### config.mk
export PLATFORM = sky130hd
export DESIGN_NAME = frac_clk_enable
export DESIGN_NICKNAME = d
export VERILOG_FILES = /design/src/rtl/fce_pkg.sv /design/src/rtl/fce_cfg_split.sv /design/src/rtl/fce_frac_stage.sv /design/src/rtl/fce_int_stage.sv /design/src/rtl/frac_clk_enable.sv
export SDC_FILE = /design/constraint.sdc
export NUM_CORES = 1
export LEC_CHECK = 0
export ABC_AREA = 0
export ABC_CLOCK_PERIOD_IN_PS = 4960
export BUFFER_PORTS_ARGS = -buffer_cell sky130_fd_sc_hd__buf_4
export CAP_MARGIN = 20
export CORE_UTILIZATION = 30
export DETAILED_ROUTE_END_ITERATION = 6
export GPL_TIMING_DRIVEN = 0
export PLACE_DENSITY_LB_ADDON = 0.05
export SKIP_CTS_REPAIR_TIMING = 1
export SYNTH_ARGS = -nofsm -noshare
export SYNTH_HDL_FRONTEND = slang
export SYNTH_HIERARCHICAL = 1
export SYNTH_SLANG_ARGS = --single-unit
### constraint.sdc
create_clock -name clk -period 4.96 [get_ports clk]
set_clock_uncertainty 0.1 [all_clocks]
set_input_delay 0.248 -clock clk [delete_from_list [all_inputs] [get_ports clk]]
set_output_delay 0.248 -clock clk [all_outputs]
set_load 0.01 [all_outputs]
### src/rtl/fce_pkg.sv
package fce_pkg;
    localparam int CFG_W   = 32;
    localparam int DEC_W   = 11;
    localparam int INC_W   = 8;
    localparam int N_W     = 8;
    localparam int DEC_LSB = 16;
    localparam int INC_LSB = 8;
    localparam int N_LSB   = 0;
    localparam int RSV_LSB = DEC_LSB + DEC_W;
    // one spare bit above the wider of the two step fields keeps acc + inc in range
    localparam int ACC_W   = ((DEC_W > INC_W) ? DEC_W : INC_W) + 1;

    typedef struct packed {
        logic [DEC_W-1:0] dec;
        logic [INC_W-1:0] inc;
        logic [N_W-1:0]   n;
    } rate_cfg_t;
endpackage

### src/rtl/fce_cfg_split.sv
module fce_cfg_split
    import fce_pkg::*;
(
    input  logic [CFG_W-1:0] cfg_word,
    output rate_cfg_t        cfg
);
    logic unused_rsv;

    always_comb begin
        cfg.dec = cfg_word[DEC_LSB +: DEC_W];
        cfg.inc = cfg_word[INC_LSB +: INC_W];
        cfg.n   = cfg_word[N_LSB   +: N_W];
    end

    // reserved bits are deliberately dropped
    assign unused_rsv = ^cfg_word[CFG_W-1:RSV_LSB];
endmodule

### src/rtl/fce_frac_stage.sv
module fce_frac_stage #(
    parameter int DEC_W = fce_pkg::DEC_W,
    parameter int INC_W = fce_pkg::INC_W,
    parameter int ACC_W = fce_pkg::ACC_W
) (
    input  logic             clk,
    input  logic             rst,
    input  logic [DEC_W-1:0] dec_i,
    input  logic [INC_W-1:0] inc_i,
    output logic             tick_o,
    output logic [ACC_W-1:0] acc_o
);
    typedef struct packed {
        logic [ACC_W-1:0] acc;
    } frac_state_t;

    frac_state_t st_d, st_q;
    logic [ACC_W-1:0] dec_ext, inc_ext;
    logic             tick_d;

    always_comb begin
        dec_ext = {{(ACC_W-DEC_W){1'b0}}, dec_i};
        inc_ext = {{(ACC_W-INC_W){1'b0}}, inc_i};
        st_d    = st_q;
        tick_d  = (st_q.acc >= dec_ext);
        if (tick_d) begin
            st_d.acc = st_q.acc - dec_ext;
        end else begin
            st_d.acc = st_q.acc + inc_ext;
        end
    end

    always_ff @(posedge clk) begin
        if (rst) begin
            st_q <= '0;
        end else begin
            st_q <= st_d;
        end
    end

    assign tick_o = tick_d;
    assign acc_o  = st_q.acc;
endmodule

### src/rtl/fce_int_stage.sv
module fce_int_stage #(
    parameter int N_W = fce_pkg::N_W
) (
    input  logic           clk,
    input  logic           rst,
    input  logic           tick_i,
    input  logic [N_W-1:0] n_i,
    output logic           en_o,
    output logic [N_W-1:0] cnt_o
);
    typedef struct packed {
        logic [N_W-1:0] cnt;
        logic           en;
    } int_state_t;

    int_state_t st_d, st_q;
    logic       wrap;

    always_comb begin
        st_d = st_q;
        // ">=" lets a lowered N wrap at once instead of running to the top
        wrap    = tick_i && (st_q.cnt >= n_i);
        st_d.en = wrap;
        if (wrap) begin
            st_d.cnt = '0;
        end else if (tick_i) begin
            st_d.cnt = st_q.cnt + 1'b1;
        end
    end

    always_ff @(posedge clk) begin
        if (rst) begin
            st_q <= '0;
        end else begin
            st_q <= st_d;
        end
    end

    assign en_o  = st_q.en;
    assign cnt_o = st_q.cnt;
endmodule

### src/rtl/frac_clk_enable.sv
module frac_clk_enable
    import fce_pkg::*;
(
    input  logic             clk,
    input  logic             rst,
    input  logic [CFG_W-1:0] cfg_word,
    output logic             en_out
);
    rate_cfg_t        cfg_s;
    logic [DEC_W-1:0] dec_w;
    logic [INC_W-1:0] inc_w;
    logic [N_W-1:0]   n_w;
    logic             frac_tick;
    logic [ACC_W-1:0] acc_w;
    logic [N_W-1:0]   cnt_w;

    fce_cfg_split u_split (
        .cfg_word (cfg_word),
        .cfg      (cfg_s)
    );

    assign dec_w = cfg_s.dec;
    assign inc_w = cfg_s.inc;
    assign n_w   = cfg_s.n;

    fce_frac_stage #(
        .DEC_W (DEC_W),
        .INC_W (INC_W),
        .ACC_W (ACC_W)
    ) u_frac (
        .clk    (clk),
        .rst    (rst),
        .dec_i  (dec_w),
        .inc_i  (inc_w),
        .tick_o (frac_tick),
        .acc_o  (acc_w)
    );

    fce_int_stage #(
        .N_W (N_W)
    ) u_int (
        .clk    (clk),
        .rst    (rst),
        .tick_i (frac_tick),
        .n_i    (n_w),
        .en_o   (en_out),
        .cnt_o  (cnt_w)
    );
endmodule

==> results of run 1 <==
[flip-flops by register name (all words and copies together) (netlist names)]
name / cells
u_int/en_o: 1
u_int/cnt_o: 8
u_frac/acc_o: 12
[worst min-delay path, stage by stage]
cell     delay, ns
buf_4         0.10
a21o_2        0.08
a21oi_1       0.03
[layout make-up]
type	count	area [um^2]
clock inverter	1	5.00
clock buffer	3	41.3
sequential	21	420
tap	96	120
multi-input combinational	184	1450
buffer	32	238
fill	746	4550
timing repair buffer	2	15.0
inverter	27	104
[routing by layer]
metal	share of wire [%]	global-route usage, %	up-vias
met1	49	16.3	773
met5	0	0	-
li1	-	-	920
met4	0.85	2.83	0
met3	2.6	2.45	4
met2	48	22.9	23
[cell families (layout without fill, tap and decap cells)]
logic type      Yosys count  in the layout  synth area share, %
compound gates           68             68                 21.9
mux                       4              4                 1.81
fa+ha+maj                30             30                 17.6
xor+xnor                 20             20                 7.91
simple gates             62             62                 16.3
buf+inv                  59             65                 15.4
flops                    21             21                 19.0
[worst paths after layout]
check                        start               end  slack, ns  cells after the start
setup reg to reg   u_frac/acc_o[0]    u_int/cnt_o[7]       1.71                     14
setup / recovery   u_frac/acc_o[0]    u_int/cnt_o[7]       1.71                     14
hold reg to reg   u_frac/acc_o[11]  u_frac/acc_o[11]       0.43                      1
hold / removal                 rst   u_frac/acc_o[8]       0.14                      3
[power breakdown]
group          switching (mW)  internal [mW]  leakage (nW)  total, mW
clock network          0.0607         0.0560        0.0255      0.117
registers              0.0506          0.220         0.173      0.271
logic                   0.435          0.352         0.896      0.787
[synthesized netlist by cell type (3+ instances only)]
library cell / number / area share, %
ha_1: 28 / 16
buf_4: 27 / 9.2
inv_1: 26 / 4.4
dfxtp_1: 21 / 19
a21oi_1: 20 / 4.5
nand2_1: 16 / 2.7
xnor2_1: 14 / 5.5
o21ai_0: 11 / 2.5
nor2_1: 10 / 1.7
nor3_2: 8 / 3.6
a211oi_1: 7 / 2.4
a21o_1: 6 / 2.0
nand3_1: 6 / 1.4
xor2_1: 6 / 2.4
mux2i_1: 4 / 1.8
nand4_1: 4 / 1.1
nand2b_1: 3 / 0.85
o31a_1: 3 / 1.2
or3_1: 3 / 0.85
[stage by stage]
| stage | worst slack [ns] | utilization (%) | std cells | total power, mW |
|---|---|---|---|---|
| floorplan | 2.10 | - | 264 | 0.901 |
| global placement | 1.68 | 33.8 | 362 | 1.07 |
| detailed placement | 1.67 | 33.8 | 362 | 1.07 |
| CTS | 1.66 | 34.5 | 366 | 1.19 |
| global route | 1.48 | 34.5 | 366 | 1.30 |
| finish | 1.71 | 34.5 | 366 | 1.17 |
==> impl_metrics.env, run 1 <==
export IMPL_outcome="finished, final reports clean"
export IMPL_finalInstanceArea_mm2=0.00239
export IMPL_final_cell_mix="buf_4, ha_1, inv_1"
export IMPL_coreArea_mm2=0.00694
export IMPL_rsz0062_at_grt="no"
export IMPL_post_drt_wl_per_cell_um=12.9
export IMPL_area_growth_pct=8.20
export IMPL_grt_first_pass_wirelength_mm=7.65
export IMPL_ys_warn_count=6
export IMPL_fin_crit_sh_pct=65.5
export IMPL_end_kind="flip-flop"
export IMPL_grt_pass1_vias=1632
export IMPL_post_dp_hpwl_mm=3.92
export IMPL_placementRows=30
export IMPL_die_h_um=87.9
export IMPL_dr_pass1_iters=4
export IMPL_synth_distinct_cells=54
export IMPL_place_area_mm2=0.00235
export IMPL_tightest_slew_ns=0.604
export IMPL_clk_insertion_delay_late_ns=0.26
export IMPL_synth_ff_type="dfxtp_1"
export IMPL_drive_gt1_share_pct=20.0
export IMPL_cp_slowest_cell="fa_1"
export IMPL_fmax_mhz=308
export IMPL_first_iter_violations=43
export IMPL_peakVddDrop_uv=174
export IMPL_ant_nets=0
export IMPL_hp_class="in2reg"
export IMPL_cts_tree="built"
export IMPL_io_buffers=2
export IMPL_critPathKind="reg2reg"
export IMPL_ios=35
export IMPL_die_w_um=87.9
export IMPL_p_leak_nw=1.09
export IMPL_post_synth_cell_area_avg_um2=8.38
export IMPL_finalMaxSlewViolations=0
export IMPL_antenna_found_initial=0
export IMPL_syn_inst=264
export IMPL_synth_seq_area_share_pct=19.0
export IMPL_cp_required_ns=5.00
export IMPL_cts_buffer_depth=2
export IMPL_die_area_mm2=0.00773
export IMPL_power_density_mw_per_mm2=490
export IMPL_start_util_pct=31.9
export IMPL_gp_congestion=0.723
export IMPL_layout_commonest_cell="buf_4"
export IMPL_critPathBufInv=4
export IMPL_drcViolationCount=0
export IMPL_cts_max_level=1
export IMPL_fin_tns_setup_ns=0
export IMPL_cp_max_fo=10
export IMPL_startpoint_type="flip-flop"
export IMPL_grt_overflow_total=0
export IMPL_period_needed_ns=3.25
export IMPL_crit_family="simple AND/OR/NAND/NOR gates"
export IMPL_async_flop_share_pct=0
export IMPL_cts_root_buf="clkbuf_8"
export IMPL_critPathArrivalTime_ns=3.29
export IMPL_ys_ff_latch=21
export IMPL_syn_area_mm2=0.00221
export IMPL_syn_nets=328
export IMPL_crit_path_cell_trace="inv_1 -> ha_1 -> fa_1 -> nand2b_2 -> a21oi_2 -> o41ai_4 -> o21a_4 -> inv_4 -> buf_6 -> buf_2 -> nand4_1 -> nor3_1 -> xnor2_1 -> nor3_2"
export IMPL_hold_violations=0
export IMPL_num_vias=1720
export IMPL_numCtsBuffers=3
export IMPL_n_antenna_cell=0
export IMPL_routed_wl_mm=4.73
export IMPL_synth_edf_count=0
export IMPL_cpPeakStageDelay_ns=0.40
export IMPL_grt_max_degree=13
export IMPL_finalSetupViolCount=0
export IMPL_grtUsageTotal_pct=13.0
export IMPL_worst_setup_hold_path_clk_slew_ns=0.08
export IMPL_holdWs_ns=0.142
export IMPL_layout_nets=335
export IMPL_clkSinkCount=21
export IMPL_vias_per_cell=4.70
export IMPL_cap_violations=0
export IMPL_maxSlewHeadroom_pct=59.7
Note: power is estimated with default switching activity, not from simulation.
==> run 2: changes to the inputs <==
- ABC_CLOCK_PERIOD_IN_PS: 4960 -> 3300
- clock period: 4.96 -> 3.3 ns (I/O delays scaled with it)
==> run 2 against run 1 <==
Effect of this change: setup slack got worse by 1.4 ns; hold slack worse by 0.083 ns; core utilization increased by 0.11 points; sequential cell count stayed put; power up 50%; first-iteration DRC count stayed put; clock power rose by 50%; register-to-register slack got worse by 1.4 ns; routed wire length is 0.27% higher; critical endpoint unchanged.
==> impl_metrics.env, run 2 (synthesis gave the netlist of run 1 again) <==
export IMPL_outcome="finished, final reports clean"
export IMPL_die_area_mm2=0.00773
export IMPL_period_needed_ns=3.02
export IMPL_num_vias=1721
export IMPL_n_antenna_cell=0
export IMPL_startpoint_type="flip-flop"
export IMPL_p_leak_nw=1.09
export IMPL_setup_slack_ns=0.284
export IMPL_layout_commonest_cell="buf_4"
export IMPL_cpPeakStageDelay_ns=0.40
export IMPL_regArea_um2=420
export IMPL_use_met1_pct=16.3
export IMPL_rsz0062_at_grt="no"
export IMPL_finalMaxSlewViolations=0
export IMPL_post_drt_wl_per_cell_um=13.0
export IMPL_tightest_slew_ns=0.602
export IMPL_use_met3_pct=2.45
export IMPL_critPathKind="reg2reg"
export IMPL_drive_gt1_share_pct=20.4
export IMPL_ios=35
export IMPL_use_met2_pct=22.9
export IMPL_vias_per_cell=4.70
export IMPL_post_place_ws_ns=0.0243
export IMPL_start_util_pct=31.9
export IMPL_place_inst=362
export IMPL_cts_root_buf="clkbuf_8"
export IMPL_coreArea_mm2=0.00694
export IMPL_cap_violations=0
export IMPL_layout_nets=335
export IMPL_grt_first_pass_wirelength_mm=7.65
export IMPL_critPathBufInv=3
export IMPL_fmax_mhz=332
export IMPL_cp_slowest_cell="fa_1"
export IMPL_grt_max_degree=13
export IMPL_stdcell_count=366
export IMPL_drcViolationCount=0
export IMPL_area_growth_pct=8.54
export IMPL_grt_pass1_vias=1632
export IMPL_end_kind="flip-flop"
export IMPL_cts_buffer_depth=2
export IMPL_cp_required_ns=3.34
export IMPL_numCtsBuffers=3
export IMPL_first_iter_violations=43
export IMPL_cts_max_level=1
export IMPL_finalSetupViolCount=0
export IMPL_clk_insertion_delay_late_ns=0.26
export IMPL_crit_family="simple AND/OR/NAND/NOR gates"
export IMPL_crit_path_cell_trace="inv_1 -> ha_1 -> fa_1 -> nand2b_2 -> a21oi_2 -> o41ai_4 -> o21a_4 -> inv_4 -> buf_6 -> nand4_1 -> nor3_2 -> xnor2_1 -> nor3_2"
export IMPL_clkSinkCount=21
export IMPL_grtUsageTotal_pct=13.0
export IMPL_grt_overflow_total=0
export IMPL_hold_violations=0
export IMPL_gp_congestion=0.723
export IMPL_hp_class="in2reg"
export IMPL_multiInputGateArea_mm2=0.00146
export IMPL_antenna_found_initial=0
export IMPL_routed_wl_mm=4.74
export IMPL_busiest_layer="met2"
export IMPL_fin_crit_sh_pct=91.4
export IMPL_fillers=745
export IMPL_maxSlewHeadroom_pct=59.9
export IMPL_cts_tree="built"
export IMPL_cpMostUsedCell="nor3_2"
export IMPL_final_cell_mix="buf_4, ha_1, inv_1"
export IMPL_placementRows=30
export IMPL_critPathArrivalTime_ns=3.05
export IMPL_dr_pass1_iters=4
export IMPL_holdWs_ns=0.0591
export IMPL_post_dp_hpwl_mm=3.92
export IMPL_peakVddDrop_uv=271
export IMPL_power_density_mw_per_mm2=731
export IMPL_io_buffers=2
export IMPL_ant_nets=0
export IMPL_die_w_um=87.9
export IMPL_worst_setup_hold_path_clk_slew_ns=0.08
export IMPL_largest_reg_flops=12
export IMPL_cp_max_fo=16
export IMPL_die_h_um=87.9
[run 2: worst paths after layout]
check | depth (start not counted) | to | slack, ns | startpoint
max | 13 | u_int/cnt_o[7] | 0.28 | u_frac/acc_o[0]
min | 3 | u_frac/acc_o[8] | 0.06 | rst
max reg2reg | 13 | u_int/cnt_o[7] | 0.28 | u_frac/acc_o[0]
min reg2reg | 1 | u_frac/acc_o[11] | 0.43 | u_frac/acc_o[11]
[run 2: area by class of cell]
cell class                 instances  share of cell area, %
clock inverter                     1                  0.208
timing repair buffer               3                  0.938
multi-input combinational        184                   60.6
sequential                        21                   17.5
tap                               96                   5.00
inverter                          27                   4.32
clock buffer                       3                   1.72
buffer                            31                   9.69
[run 2: tightest hold or removal path, cell delays in order]
cell and delay [ns]:
buf_4 0.10, a21o_2 0.08, a21oi_1 0.03
[run 2: through the flow]
step | cell area (um^2) | power, mW | setup TNS (ns) | util (%)
floorplan | 2210 | 1.35 | 0 | -
global placement | 2350 | 1.61 | 0 | 33.8
detailed placement | 2350 | 1.60 | 0 | 33.8
CTS | 2390 | 1.79 | -0.00113 | 34.5
global route | 2400 | 1.94 | 0 | 34.6
finish | 2400 | 1.76 | 0 | 34.6
[run 2: power by group]
part	leakage [nW]	internal [mW]	total, mW	switching, mW
clock network	0.0255	0.0842	0.175	0.0911
logic	0.895	0.523	1.17	0.651
registers	0.173	0.331	0.407	0.0762
[run 2: metal layers]
layer / part of all wire, % / wire length (um)
met5: 0 / 0
met4: 0.84 / 40
met3: 2.7 / 126
met2: 48 / 2270
met1: 49 / 2310
==> run 3: changes to the inputs <==
- CORE_MARGIN: default -> 2
- PLACE_DENSITY_LB_ADDON: 0.05 -> default
- SLEW_MARGIN: default -> 20
==> run 3 against run 2 <==
Effect of this change: non-clock buffer count down 1; clock power about the same; hold slack worse by 0.00069 ns; final area down 0.21%; sequential power about the same; first-iteration DRC count down 4.7%; register-to-register slack better by 0.07 ns; setup slack better by 0.072 ns; routed wire length down 3.1%; critical endpoint unchanged; largest cell class unchanged; highest routed layer unchanged.
==> impl_metrics.env, run 3 (synthesis gave the netlist of run 1 again) <==
export IMPL_outcome="finished, final reports clean"
export IMPL_switchingPower_mw=0.807
export IMPL_post_dp_hpwl_mm=3.71
export IMPL_numCtsBuffers=3
export IMPL_clk_insertion_delay_late_ns=0.26
export IMPL_hp_class="in2reg"
export IMPL_grt_first_pass_wirelength_mm=7.94
export IMPL_holdPathStages=3
export IMPL_holdPathEnd="u_frac/acc_o[8]"
export IMPL_start_util_pct=30.7
export IMPL_ant_nets=0
export IMPL_place_area_mm2=0.00235
export IMPL_grt_overflow_total=0
export IMPL_grtUsageTotal_pct=11.8
export IMPL_grt_max_degree=12
export IMPL_finalPower_mw=1.75
export IMPL_critPathArrivalTime_ns=2.98
export IMPL_fin_tns_setup_ns=0
export IMPL_routed_wl_mm=4.59
export IMPL_cp_required_ns=3.33
export IMPL_hold_violations=0
export IMPL_cts_max_level=1
export IMPL_drcViolationCount=0
export IMPL_worst_setup_hold_path_clk_slew_ns=0.08
export IMPL_power_frac_clock_pct=10.1
export IMPL_dr_pass1_iters=4
export IMPL_cts_buffer_depth=2
export IMPL_num_vias=1765
export IMPL_cpPeakStageDelay_ns=0.39
export IMPL_finalMaxSlewViolations=0
export IMPL_rsz0062_at_grt="no"
export IMPL_vias_per_cell=4.80
export IMPL_clkSinkCount=21
export IMPL_drive_gt1_share_pct=19.7
export IMPL_period_needed_ns=2.94
export IMPL_power_density_mw_per_mm2=729
export IMPL_cts_root_buf="clkbuf_8"
export IMPL_grt_pass1_vias=1758
export IMPL_tightest_slew_ns=0.601
export IMPL_reg2reg_depth=13
export IMPL_io_buffers=2
export IMPL_cap_violations=0
export IMPL_r2r_end="u_int/cnt_o[7]"
export IMPL_layout_nets=334
export IMPL_r2r_slack_ns=0.36
export IMPL_placementRows=31
export IMPL_critPathKind="reg2reg"
export IMPL_p_seq_share_pct=23.2
export IMPL_startpoint_type="flip-flop"
export IMPL_r2r_start="u_frac/acc_o[0]"
export IMPL_regArea_um2=420
export IMPL_fillers=791
export IMPL_die_area_mm2=0.00808
export IMPL_place_inst=365
export IMPL_cp_slowest_cell="fa_1"
export IMPL_critPathLaunch="u_frac/acc_o[0]"
export IMPL_multiInputGateArea_mm2=0.00146
export IMPL_maxSlewHeadroom_pct=59.9
export IMPL_worstHoldStart="rst"
export IMPL_gp_congestion=0.747
export IMPL_die_w_um=89.9
export IMPL_fin_crit_sh_pct=89.2
export IMPL_area_growth_pct=8.31
export IMPL_stdcell_count=368
export IMPL_die_h_um=89.9
export IMPL_post_drt_wl_per_cell_um=12.5
export IMPL_crit_path_cell_trace="inv_1 -> ha_1 -> fa_1 -> nand2b_2 -> a21oi_2 -> o41ai_4 -> o21a_4 -> inv_4 -> buf_6 -> nand4_1 -> nor3_2 -> xnor2_1 -> nor3_2"
export IMPL_largest_reg_flops=12
export IMPL_peakVddDrop_uv=351
export IMPL_finalInstanceArea_mm2=0.00240
export IMPL_n_antenna_cell=0
export IMPL_antenna_found_initial=0
export IMPL_finalSetupViolCount=0
export IMPL_final_cell_mix="buf_4, ha_1, inv_1"
export IMPL_end_kind="flip-flop"
export IMPL_p_comb_share_pct=66.7
export IMPL_cts_tree="built"
export IMPL_p_int_mw=0.942
export IMPL_p_sw_share_pct=46.1
export IMPL_coreArea_mm2=0.00721
export IMPL_fmax_mhz=340
export IMPL_first_iter_violations=41
export IMPL_layout_commonest_cell="buf_4"
export IMPL_p_leak_nw=1.09
export IMPL_cp_max_fo=16
export IMPL_ios=35
export IMPL_cpMostUsedCell="nor3_2"
-- run 3: per-layer routing --
layer	vias up	track usage [%]	wire, um	part of all wire [%]
li1	918	-	-	-
met1	804	15.7	2230	48
met2	39	19.4	2120	46
met3	4	3.02	207	4.5
met4	0	2.69	42	0.91
met5	-	0	0	0
-- run 3: worst max path at each step --
stage	cells after the start	slack [ns]	to
floorplan	14	0.47	u_int/cnt_o[7]
global placement	14	0.15	u_int/cnt_o[7]
detailed placement	14	0.12	u_int/cnt_o[7]
CTS	14	0.10	u_int/cnt_o[7]
global route	13	0.13	u_int/cnt_o[7]
finish	13	0.36	u_int/cnt_o[7]
-- run 3: layout make-up --
type / instances / share of cell area, %
Buffer: 31 / 9.71
Clock buffer: 4 / 1.88
Inverter: 27 / 4.33
Multi-Input combinational cell: 184 / 60.8
Sequential cell: 21 / 17.5
Tap cell: 99 / 5.17
Timing Repair Buffer: 2 / 0.626
-- run 3: power groups by stage --
stage / Sequential (mW) / Clock [mW] / Combinational [mW]
after floorplan: 0.384 / 0 / 0.970
after global placement: 0.409 / 0 / 1.15
after detailed placement: 0.413 / 0 / 1.17
after CTS: 0.407 / 0.186 / 1.18
after global routing: 0.416 / 0.197 / 1.32
final: 0.405 / 0.176 / 1.17
-- run 3: metrics by stage --
| step | hold slack (ns) | setup slack [ns] | utilization (%) |
|---|---|---|---|
| after floorplan | 0.205 | 0.470 | - |
| final | 0.0584 | 0.356 | 33.2 |
| after global placement | 0.334 | 0.150 | 32.6 |
| after global routing | 0.0695 | 0.133 | 33.2 |
| after detailed placement | 0.340 | 0.117 | 32.6 |
| after CTS | 0.0555 | 0.105 | 33.2 |
-- run 3: worst max-delay path: cells and delay by family, from the launching register on --
kind	cells	cell delay, ns
AO/OA/AOI/OAI	3	0.58
XOR/XNOR	1	0.15
adder cells (fa/ha/maj)	2	0.58
buffers and inverters	3	0.36
flip-flops	1	0.34
AND/OR/NAND/NOR	4	0.69
